[src/rtl/tdc_pkg.sv]
package tdc_pkg;
  typedef enum logic [1:0] {
    REC_RISE = 2'd0,
    REC_FALL = 2'd1,
    REC_TOT  = 2'd2
  } rec_kind_e;
endpackage

[src/rtl/tdc_merge.sv]
module tdc_merge #(
  parameter int LANES     = 2,
  parameter int LANE_BITS = 4,
  localparam int W = LANES * LANE_BITS
) (
  input  logic [W-1:0] lanes_i,
  output logic [W-1:0] merged_o
);
  for (genvar b = 0; b < LANE_BITS; b++) begin : g_bit
    for (genvar l = 0; l < LANES; l++) begin : g_lane
      assign merged_o[b*LANES + l] = lanes_i[l*LANE_BITS + b];
    end
  end
endmodule

[src/rtl/tdc_edge_enc.sv]
module tdc_edge_enc #(
  parameter int W      = 8,
  parameter int FINE_W = 3
) (
  input  logic              clk_i,
  input  logic              rst_ni,
  input  logic [W-1:0]      sample_i,
  output logic              rise_v_o,
  output logic [FINE_W-1:0] rise_idx_o,
  output logic              fall_v_o,
  output logic [FINE_W-1:0] fall_idx_o
);
  logic          prev_q;
  logic [W:0]    ext;
  logic [W-1:0]  rvec, fvec;

  always_ff @(posedge clk_i or negedge rst_ni) begin
    if (!rst_ni) prev_q <= 1'b0;
    else         prev_q <= sample_i[W-1];
  end

  assign ext  = {sample_i, prev_q};
  assign rvec = ext[W:1] & ~ext[W-1:0];
  assign fvec = ~ext[W:1] & ext[W-1:0];

  // lowest position wins
  always_comb begin
    rise_v_o   = 1'b0;
    rise_idx_o = '0;
    fall_v_o   = 1'b0;
    fall_idx_o = '0;
    for (int i = W - 1; i >= 0; i--) begin
      if (rvec[i]) begin
        rise_v_o   = 1'b1;
        rise_idx_o = FINE_W'(i);
      end
      if (fvec[i]) begin
        fall_v_o   = 1'b1;
        fall_idx_o = FINE_W'(i);
      end
    end
  end
endmodule

[src/rtl/tdc_out_fifo.sv]
module tdc_out_fifo #(
  parameter int DW    = 21,
  parameter int DEPTH = 4,
  parameter int NW    = 3,
  localparam int AW = $clog2(DEPTH),
  localparam int CW = AW + 1
) (
  input  logic           clk_i,
  input  logic           rst_ni,
  input  logic [1:0]     wr_cnt_i,
  input  logic [NW*DW-1:0] wr_data_i,
  input  logic           rd_i,
  output logic           valid_o,
  output logic [DW-1:0]  rd_data_o,
  output logic [CW-1:0]  free_o
);
  logic [DW-1:0] mem [DEPTH];
  logic [CW-1:0] wr_ptr_q, rd_ptr_q;

  always_ff @(posedge clk_i) begin
    for (int k = 0; k < NW; k++) begin
      if (32'(wr_cnt_i) > k)
        mem[AW'(32'(wr_ptr_q[AW-1:0]) + k)] <= wr_data_i[k*DW +: DW];
    end
  end

  always_ff @(posedge clk_i or negedge rst_ni) begin
    if (!rst_ni) begin
      wr_ptr_q <= '0;
      rd_ptr_q <= '0;
    end else begin
      wr_ptr_q <= wr_ptr_q + CW'(wr_cnt_i);
      if (rd_i && valid_o) rd_ptr_q <= rd_ptr_q + CW'(1);
    end
  end

  assign valid_o   = (wr_ptr_q != rd_ptr_q);
  assign rd_data_o = mem[rd_ptr_q[AW-1:0]];
  assign free_o    = CW'(DEPTH) - (wr_ptr_q - rd_ptr_q);
endmodule

[src/rtl/tdc_channel.sv]
module tdc_channel
  import tdc_pkg::*;
#(
  parameter int NUM_LANES  = 2,
  parameter int LANE_BITS  = 4,
  parameter int COARSE_W   = 16,
  parameter int FIFO_DEPTH = 4,
  parameter int OVF_W      = 8,
  localparam int SMP_W  = NUM_LANES * LANE_BITS,
  localparam int FINE_W = $clog2(SMP_W),
  localparam int TIME_W = COARSE_W + FINE_W,
  localparam int REC_W  = 2 + TIME_W,
  localparam int CW     = $clog2(FIFO_DEPTH) + 1
) (
  input  logic                clk_i,
  input  logic                rst_ni,
  input  logic [SMP_W-1:0]    lanes_i,
  input  logic [COARSE_W-1:0] coarse_i,
  input  logic                tot_en_i,
  input  logic                rec_ready_i,
  output logic                rec_valid_o,
  output logic [1:0]          rec_kind_o,
  output logic [TIME_W-1:0]   rec_time_o,
  output logic [OVF_W-1:0]    ovf_cnt_o
);
  logic [SMP_W-1:0]  merged;
  logic              rise_v, fall_v, fall_first;
  logic [FINE_W-1:0] rise_idx, fall_idx;
  logic [TIME_W-1:0] rise_ts, fall_ts, start_q, tot_val;
  logic              armed_q;
  logic [REC_W-1:0]  slot [3];
  logic [1:0]        n_rec, n_acc, n_drop;
  logic [CW-1:0]     free;
  logic [REC_W-1:0]  rd_data;
  logic [OVF_W-1:0]  ovf_q;
  logic [OVF_W:0]    ovf_sum;

  tdc_merge #(.LANES(NUM_LANES), .LANE_BITS(LANE_BITS)) u_merge (
    .lanes_i  (lanes_i),
    .merged_o (merged)
  );

  tdc_edge_enc #(.W(SMP_W), .FINE_W(FINE_W)) u_enc (
    .clk_i      (clk_i),
    .rst_ni     (rst_ni),
    .sample_i   (merged),
    .rise_v_o   (rise_v),
    .rise_idx_o (rise_idx),
    .fall_v_o   (fall_v),
    .fall_idx_o (fall_idx)
  );

  assign rise_ts    = {coarse_i, rise_idx};
  assign fall_ts    = {coarse_i, fall_idx};
  assign fall_first = fall_v && (!rise_v || (fall_idx < rise_idx));
  // fall closes the pending rise if it comes first, else the rise in this word
  assign tot_val    = fall_first ? (fall_ts - start_q) : (fall_ts - rise_ts);

  always_comb begin
    for (int k = 0; k < 3; k++) slot[k] = '0;
    n_rec = '0;
    if (rise_v && !fall_first) begin
      slot[n_rec] = {REC_RISE, rise_ts};
      n_rec = n_rec + 2'd1;
    end
    if (fall_v) begin
      slot[n_rec] = {REC_FALL, fall_ts};
      n_rec = n_rec + 2'd1;
      if (tot_en_i && (!fall_first || armed_q)) begin
        slot[n_rec] = {REC_TOT, tot_val};
        n_rec = n_rec + 2'd1;
      end
    end
    if (rise_v && fall_first) begin
      slot[n_rec] = {REC_RISE, rise_ts};
      n_rec = n_rec + 2'd1;
    end
  end

  always_ff @(posedge clk_i or negedge rst_ni) begin
    if (!rst_ni) begin
      start_q <= '0;
      armed_q <= 1'b0;
    end else if (rise_v) begin
      start_q <= rise_ts;
      armed_q <= !fall_v || fall_first;
    end else if (fall_v) begin
      armed_q <= 1'b0;
    end
  end

  assign n_acc   = (CW'(n_rec) > free) ? free[1:0] : n_rec;
  assign n_drop  = n_rec - n_acc;
  assign ovf_sum = {1'b0, ovf_q} + (OVF_W + 1)'(n_drop);

  always_ff @(posedge clk_i or negedge rst_ni) begin
    if (!rst_ni)                 ovf_q <= '0;
    else if (ovf_sum[OVF_W])     ovf_q <= '1;
    else                         ovf_q <= ovf_sum[OVF_W-1:0];
  end

  tdc_out_fifo #(.DW(REC_W), .DEPTH(FIFO_DEPTH), .NW(3)) u_fifo (
    .clk_i     (clk_i),
    .rst_ni    (rst_ni),
    .wr_cnt_i  (n_acc),
    .wr_data_i ({slot[2], slot[1], slot[0]}),
    .rd_i      (rec_ready_i),
    .valid_o   (rec_valid_o),
    .rd_data_o (rd_data),
    .free_o    (free)
  );

  assign rec_kind_o = rd_data[REC_W-1 -: 2];
  assign rec_time_o = rd_data[TIME_W-1:0];
  assign ovf_cnt_o  = ovf_q;
endmodule

[config.mk]
export PLATFORM = sky130hd
export DESIGN_NAME = tdc_channel
export DESIGN_NICKNAME = d
export VERILOG_FILES = /design/src/rtl/tdc_pkg.sv /design/src/rtl/tdc_merge.sv /design/src/rtl/tdc_edge_enc.sv /design/src/rtl/tdc_out_fifo.sv /design/src/rtl/tdc_channel.sv
export SDC_FILE = /design/constraint.sdc
export NUM_CORES = 1
export LEC_CHECK = 0
export BUFFER_PORTS_ARGS = -buffer_cell sky130_fd_sc_hd__buf_2
export CAP_MARGIN = 10
export CORE_ASPECT_RATIO = 0.6
export CORE_MARGIN = 3
export CORE_UTILIZATION = 42
export CTS_CLUSTER_SIZE = 10
export DETAILED_ROUTE_END_ITERATION = 10
export GPL_TIMING_DRIVEN = 0
export HOLD_SLACK_MARGIN = 0.15
export PLACE_DENSITY = 0.67
export SYNTH_ARGS = -nofsm -noshare
export SYNTH_HDL_FRONTEND = slang
export SYNTH_HIERARCHICAL = 1
export SYNTH_SLANG_ARGS = --single-unit
[constraint.sdc]
create_clock -name clk_i -period 7.5 [get_ports clk_i]
set_input_delay 1.125 -clock clk_i [delete_from_list [all_inputs] [get_ports clk_i]]
set_output_delay 1.125 -clock clk_i [all_outputs]
set_load 0.01 [all_outputs]
==> run_results.csv, run 1 <==
group,metric,value,unit
logic_synthesis,postSynthCellCount,983,
setup_path,cell_family_with_most_cp_delay,"compound AO/OA/AOI/OAI gates",
logic_synthesis,synthesis.area,0.008805,sq mm
die,die-height,118.2,um
die,initial_utilization,43.44,%
logic_synthesis,synth.ff_latch_count,119,
global_route,grt_total_usage,25.05,%
logic_synthesis,synth-main-ff-cell,"sky130_fd_sc_hd__edfxtp_1",
logic_synthesis,synth.distinct_cells,67,
cells_and_area,layout.area.seq,0.003398,sq mm
logic_synthesis,yosysTopAreaCellShare,28.65,%
route,detailedRoute.firstPassIterationCount,6,
cells_and_area,final_cells,1349,
die,floorplan.io_pins,58,
cts,cts_bufs_inserted,17,
cells_and_area,area.growth.synth_to_final,15.18,%
cts,hold_buffers,0,
setup_path,critical_path.startpoint_type,"input port",
sta,final-max-slew-violation-count,0,
cells_and_area,multi_input_comb_area,0.004995,sq mm
sta,hold_ws,0.5055,ns
logic_synthesis,yosys-top-cells-area,"sky130_fd_sc_hd__edfxtp_1 29%, sky130_fd_sc_hd__dfrtp_1 9.9%, sky130_fd_sc_hd__nand2_1 9.5%",
die,chipWidth,192.9,um
setup_path,timing.setup.critical_path_class,"input port to register",
route,vias_per_cell,5.947,
cells_and_area,fin_nets,1127,
global_route,antenna_found_initial,1,
cells_and_area,final_core_utilization,50.03,%
setup_path,worst-endpoint-arrival,7.15,ns
route,route.final.wire_length,27950,um
global_route,pin_count_of_the_biggest_net_entering_global_routing,36,
global_route,first_global_vias,7308,
logic_synthesis,synth-edff-count,84,
sta,final.min_clock_period,7.091,ns
placed_design,hpwl,20580,um
logic_synthesis,post_synthesis_average_cell_area,8.957,sq um
flow_run,max_cap_viol_count,0,
setup_path,crit_buf_inv,3,
worst_hold_path,hp-class,"register to register",
global_route,first_pass_grt_wire_length,43370,um
setup_path,series_of_cell_instances_along_the_critical_path,"buf_4 > nand2b_1 > a221o_1 > and3_1 > a311oi_4 > ha_1 > a21o_1 > a31o_2 > o21ai_0 > inv_1 > ha_1 > a21oi_1 > ha_1 > nand2_1 > a211oi_1 > nor2_1 > ha_1 > nor2b_1 > o21ai_1 > nor2_1 > a21oi_1 > buf_2 > and2_1 > maj3_2",
sta,fmax,0.1410,GHz
setup_path,critical_path.max_stage_delay,0.62,ns
sta,fin_crit_sh,94.55,%
setup_path,worstSetupEndpointType,"register",
cts,numClockSinks,119,
cts,clk_path_buf_depth,2,
setup_path,crit_fanout,21,
logic_synthesis,synth.largest_area_cell,"sky130_fd_sc_hd__edfxtp_1",
cells_and_area,antenna_cells,0,
route,drc,0,
setup_path,cp.required,7.56,ns
cts,cts_htree_levels,4,
setup_path,path_common_cell,"sky130_fd_sc_hd__ha_1",
setup_path,critical-path-slowest-cell,"sky130_fd_sc_hd__maj3_2",
sta,slew-limit-headroom,31.72,%
sta,fin_skew,0.01211,ns
route,detailedRoute.firstIterationViolations,1146,
sta,rsz0062_at_grt,"no",
placed_design,place_congestion,1.000,
cts,ctsRootBufferMaster,"sky130_fd_sc_hd__clkbuf_16",
route,antenna_left,0,
status,run_status,"complete, no violations",
placed_design,placed_cell_area,0.009469,sq mm
cells_and_area,stdcell_area,0.01014,sq mm
die,design.die.area,0.02279,sq mm
global_route,globalRoute.totalOverflow,0,
route,post_dr_wirelength_cell,20.72,um
die,core.rowCount,40,
placed_design,place_inst,1314,
cells_and_area,layout-drive-gt1-share,18.03,%
logic_synthesis,synthesis.yosys.warnings,6,
logic_synthesis,synth-async-reset-ratio,29.41,%
sta,worst-slew-pin-transition,1.017,ns
placed_design,input_output_buffers,49,
cells_and_area,nFillCells,1908,
cts,clock_pin_slew_worst_setup_and_hold_paths,0.06,ns
cts,clkLatencyLatePin,0.44,ns
route,via_count,8023,
logic_synthesis,share_of_synthesized_area_occupied_by_flip_flops_and_latches,38.60,%
cts,tritoncts_clock_tree,"done",
sta,final_number_of_hold_violating_endpoints,0,
sta,timing.final.setup_violations,0,
die,placeableCoreArea,0.02027,sq mm
-- state kept, by name (all words and copies together), names as in the netlist --
signal	flops
ovf_cnt_o	8
u_fifo/mem	84
u_enc/prev_q	1
u_fifo/wr_ptr_q	3
start_q	19
armed_q	1
u_fifo/rd_ptr_q	3
-- routing by layer --
layer  vias up  track usage [%]  wire (um)
met1      3762            40.89      13310
met2       510            30.64      10430
li1       3710                -          -
met5         -                0         13
met3        39            8.183       3692
met4         2            6.546        501
-- stage by stage --
| stage | setup TNS [ns] | worst slack [ns] |
|---|---|---|
| 2_1_floorplan | 0 | 0.1376 |
| 3_3_place_gp | -80.36 | -1.365 |
| 3_5_place_dp | -69.03 | -0.7238 |
| 4_1_cts | 0 | 0.09402 |
| 5_1_grt | 0 | 0.01997 |
| 6_report | 0 | 0.4089 |
-- placed cells by master, fill, tap and decap left out, drive strengths merged, types with 8 or more instances in the layout --
cell type / Yosys / final
a21o: 8 / 8
a21oi: 34 / 34
a22o: 18 / 18
a31oi: 92 / 92
buf: 53 / 107
clkbuf: 14 / 32
conb: 1 / 8
dfrtp: 35 / 35
edfxtp: 84 / 84
ha: 33 / 33
inv: 31 / 34
mux2: 18 / 18
mux2i: 18 / 18
mux4: 21 / 21
nand2: 224 / 224
nand3: 9 / 9
nor2: 108 / 108
nor2b: 25 / 25
o21ai: 36 / 36
o31ai: 9 / 9
xnor2: 13 / 13
-- repair_timing --
action | CTS | global route
pin swaps | 2 | 0
gates cloned | 0 | 0
gates resized for setup | 3 | 6
buffers inserted | 3 | 0
endpoints found under the setup margin | 86 | 176
-- cell type report --
cell class | count | area share, %
Clock buffer | 18 | 4.232
Timing Repair Buffer | 54 | 3.023
Buffer | 67 | 3.738
Sequential cell | 119 | 33.51
Clock inverter | 14 | 1.727
Inverter | 31 | 1.147
Tap cell | 273 | 3.368
Multi-Input combinational cell | 773 | 49.25
-- logic make-up (layout without fill, tap and decap cells) --
logic type                 Yosys count  count (layout)  synth area share (%)
xor gates and xnor gates            19              19                 1.890
muxes                               57              57                 9.720
AOI/OAI and AO/OA                  235             235                 17.61
adders and majority gates           38              38                 5.599
DFF                                119             119                 38.60
buffers and inverters               98             184                 5.627
and+or+nand+nor                    416             416                 20.92
other                                1               8               0.04259
-- worst register-to-register path, stage by stage, from the launching register on --
cell	delay, ns
sky130_fd_sc_hd__dfrtp_1	0.40
sky130_fd_sc_hd__mux2_2	0.31
sky130_fd_sc_hd__a211oi_1	0.29
sky130_fd_sc_hd__nor2b_1	0.39
sky130_fd_sc_hd__ha_1	0.38
sky130_fd_sc_hd__a31o_2	0.31
sky130_fd_sc_hd__o21ai_0	0.27
sky130_fd_sc_hd__inv_1	0.08
sky130_fd_sc_hd__ha_1	0.34
sky130_fd_sc_hd__a21oi_1	0.10
sky130_fd_sc_hd__ha_1	0.31
sky130_fd_sc_hd__nand2_1	0.05
sky130_fd_sc_hd__a211oi_1	0.37
sky130_fd_sc_hd__nor2_1	0.14
sky130_fd_sc_hd__ha_1	0.32
sky130_fd_sc_hd__nor2b_1	0.14
sky130_fd_sc_hd__o21ai_1	0.33
sky130_fd_sc_hd__nor2_1	0.08
sky130_fd_sc_hd__a21oi_1	0.28
sky130_fd_sc_hd__buf_2	0.28
sky130_fd_sc_hd__and2_1	0.20
sky130_fd_sc_hd__maj3_2	0.63
-- synthesized netlist by cell type, drive strengths merged (13+ instances only) --
cell and instances:
xnor2 13, mux2 18, o21ai 36, nor2b 25, a22o 18, mux2i 18, a31oi 92, dfrtp 35
a21oi 34, inv 31, ha 33, nor2 108, mux4 21, edfxtp 84, buf 53, nand2 224
clkbuf 14
-- path summary, 6_finish.rpt --
| kind | start | end | slack (ns) | cells past startpoint |
|---|---|---|---|---|
| max | lanes_i[2] | u_fifo/mem[3][10]$_DFFE_PP_ | 0.41 | 24 |
| min | start_q[11]$_DFFE_PN0P_ | start_q[11]$_DFFE_PN0P_ | 0.51 | 1 |
| max reg2reg | u_enc/prev_q$_DFF_PN0_ | u_fifo/mem[3][10]$_DFFE_PP_ | 1.12 | 21 |
| min reg2reg | start_q[11]$_DFFE_PN0P_ | start_q[11]$_DFFE_PN0P_ | 0.51 | 1 |
| max in group asynchronous | rst_ni | u_fifo/rd_ptr_q[0]$_DFFE_PN0P_ | 6.16 | 1 |
| min in group asynchronous | rst_ni | u_enc/prev_q$_DFF_PN0_ | 0.80 | 1 |
Power of run 1 is left out: the tool's default activity adds up to more than one toggle a clock period on the data nets, which glitch-free logic cannot reach.
==> run 2: changes to the inputs <==
==> constraint.sdc (replaced) <==
create_clock -name clk_i -period 7.5 [get_ports clk_i]
set_input_delay 0.75 -clock clk_i [delete_from_list [all_inputs] [get_ports clk_i]]
set_output_delay 0.75 -clock clk_i [all_outputs]
set_load 0.01 [all_outputs]
==> run_results.csv, run 2 (synthesized netlist as in run 1, its figures left out) <==
group,metric,value,unit
cts,clk_path_buf_depth,2,
route,route.final.wire_length,28020,um
placed_design,place_congestion,1.000,
cells_and_area,fin_nets,1131,
die,die-height,118.2,um
global_route,globalRoute.totalOverflow,0,
setup_path,crit_buf_inv,4,
cts,clock_pin_slew_worst_setup_and_hold_paths,0.06,ns
sta,final-max-slew-violation-count,0,
global_route,pin_count_of_the_biggest_net_entering_global_routing,36,
die,initial_utilization,43.44,%
route,antenna_left,0,
cts,hold_buffers,0,
setup_path,worst-endpoint-arrival,7.26,ns
setup_path,worst-path-stages,25,
cts,tritoncts_clock_tree,"done",
cts,ctsRootBufferMaster,"sky130_fd_sc_hd__clkbuf_16",
setup_path,critical_path.startpoint_type,"input port",
sta,rsz0062_at_grt,"no",
sta,slew-limit-headroom,29.19,%
die,core.rowCount,40,
sta,fin_crit_sh,94.52,%
global_route,grt_total_usage,25.02,%
global_route,first_pass_grt_wire_length,43360,um
die,chipWidth,192.9,um
sta,fmax,0.1411,GHz
setup_path,r2r-end,"u_fifo/mem[0][11]$_DFFE_PP_",
cts,cts_bufs_inserted,17,
route,via_count,8037,
cells_and_area,antenna_cells,0,
sta,final.min_clock_period,7.089,ns
cells_and_area,largest_register_ff_count,84,
worst_hold_path,hp-class,"input port to async pin",
route,drc,0,
route,detailedRoute.firstPassIterationCount,8,
sta,fin_skew,0.01032,ns
setup_path,worstSetupEndpointType,"register",
cells_and_area,final_common_cell,"sky130_fd_sc_hd__nand2_1",
die,placeableCoreArea,0.02027,sq mm
cells_and_area,nFillCells,1908,
setup_path,flop_to_flop_setup_slack,0.86,ns
setup_path,critical-path-slowest-cell,"sky130_fd_sc_hd__a311oi_2",
cts,cts_htree_levels,4,
cts,numClockSinks,119,
status,run_status,"complete, no violations",
route,post_dr_wirelength_cell,20.71,um
setup_path,path_common_cell,"sky130_fd_sc_hd__ha_1",
cells_and_area,area.growth.synth_to_final,15.18,%
placed_design,hpwl,20580,um
setup_path,ff2ff_path_depth,22,
sta,final_number_of_hold_violating_endpoints,0,
cells_and_area,layout.cells.most_common_list,"224 x sky130_fd_sc_hd__nand2_1, 108 x sky130_fd_sc_hd__nor2_1, 92 x sky130_fd_sc_hd__a31oi_1",
global_route,first_global_vias,7312,
die,floorplan.io_pins,58,
setup_path,crit_fanout,10,
flow_run,max_cap_viol_count,0,
global_route,antenna_found_initial,0,
setup_path,cell_family_with_most_cp_delay,"compound AO/OA/AOI/OAI gates",
sta,worst-slew-pin-transition,1.053,ns
setup_path,r2r-start,"u_enc/prev_q$_DFF_PN0_",
die,design.die.area,0.02279,sq mm
setup_path,critical_path.max_stage_delay,0.53,ns
route,detailedRoute.firstIterationViolations,1197,
cts,clkLatencyLatePin,0.44,ns
sta,hold_ws,0.4261,ns
setup_path,cp.required,7.67,ns
cells_and_area,layout-drive-gt1-share,18.06,%
placed_design,input_output_buffers,49,
setup_path,timing.setup.critical_path_class,"input port to register",
sta,timing.final.setup_violations,0,
route,vias_per_cell,5.940,
==> run 2: final cells by class <==
class	count	area, sq um	area share (%)
clock inverters	14	175.2	1.727
repair buffers	58	331.6	3.270
clock buffers	18	429.2	4.232
well taps	273	341.6	3.368
plain buffers	67	379.1	3.738
flip-flops and latches	119	3398	33.51
inverters	31	116.4	1.147
multi-input cells	773	4970	49.01
==> run 2: timing repair <==
action	CTS	global route
resized for setup	0	3
buffers inserted	0	6
endpoints found under the setup margin	0	153
==> run 2: worst max-delay path by stage <==
stage | endpoint | from
finish | u_fifo/mem[0][11]$_DFFE_PP_ | lanes_i[2]
floorplan | u_fifo/mem[2][0]$_DFFE_PP_ | lanes_i[2]
global placement | u_fifo/mem[2][13]$_DFFE_PP_ | lanes_i[2]
global route | u_fifo/mem[0][11]$_DFFE_PP_ | lanes_i[2]
CTS | u_fifo/mem[0][11]$_DFFE_PP_ | lanes_i[2]
detailed placement | u_fifo/mem[0][11]$_DFFE_PP_ | lanes_i[2]
==> run 2: layer usage <==
layer	GRT usage (%)	share of wire (%)	vias up
met5	0	0	-
met1	41.27	49	3796
met2	31.04	37	478
met3	7.412	12	35
met4	5.824	1.5	0
li1	-	-	3728
==> run 2: through the flow <==
stage          cells  area, sq um  utilization, %  TNS, ns  setup slack (ns)
6_report        1353        10140           50.03        0            0.4110
5_1_grt         1353        10140           50.03        0           0.02651
2_1_floorplan    990         8841               -        0            0.5126
3_3_place_gp    1312         9428           46.51   -45.07           -0.9898
4_1_cts         1346        10070           49.70        0           0.02293
3_5_place_dp    1314         9469           46.72   -22.98           -0.3488
Power of run 2 is left out for the same reason.
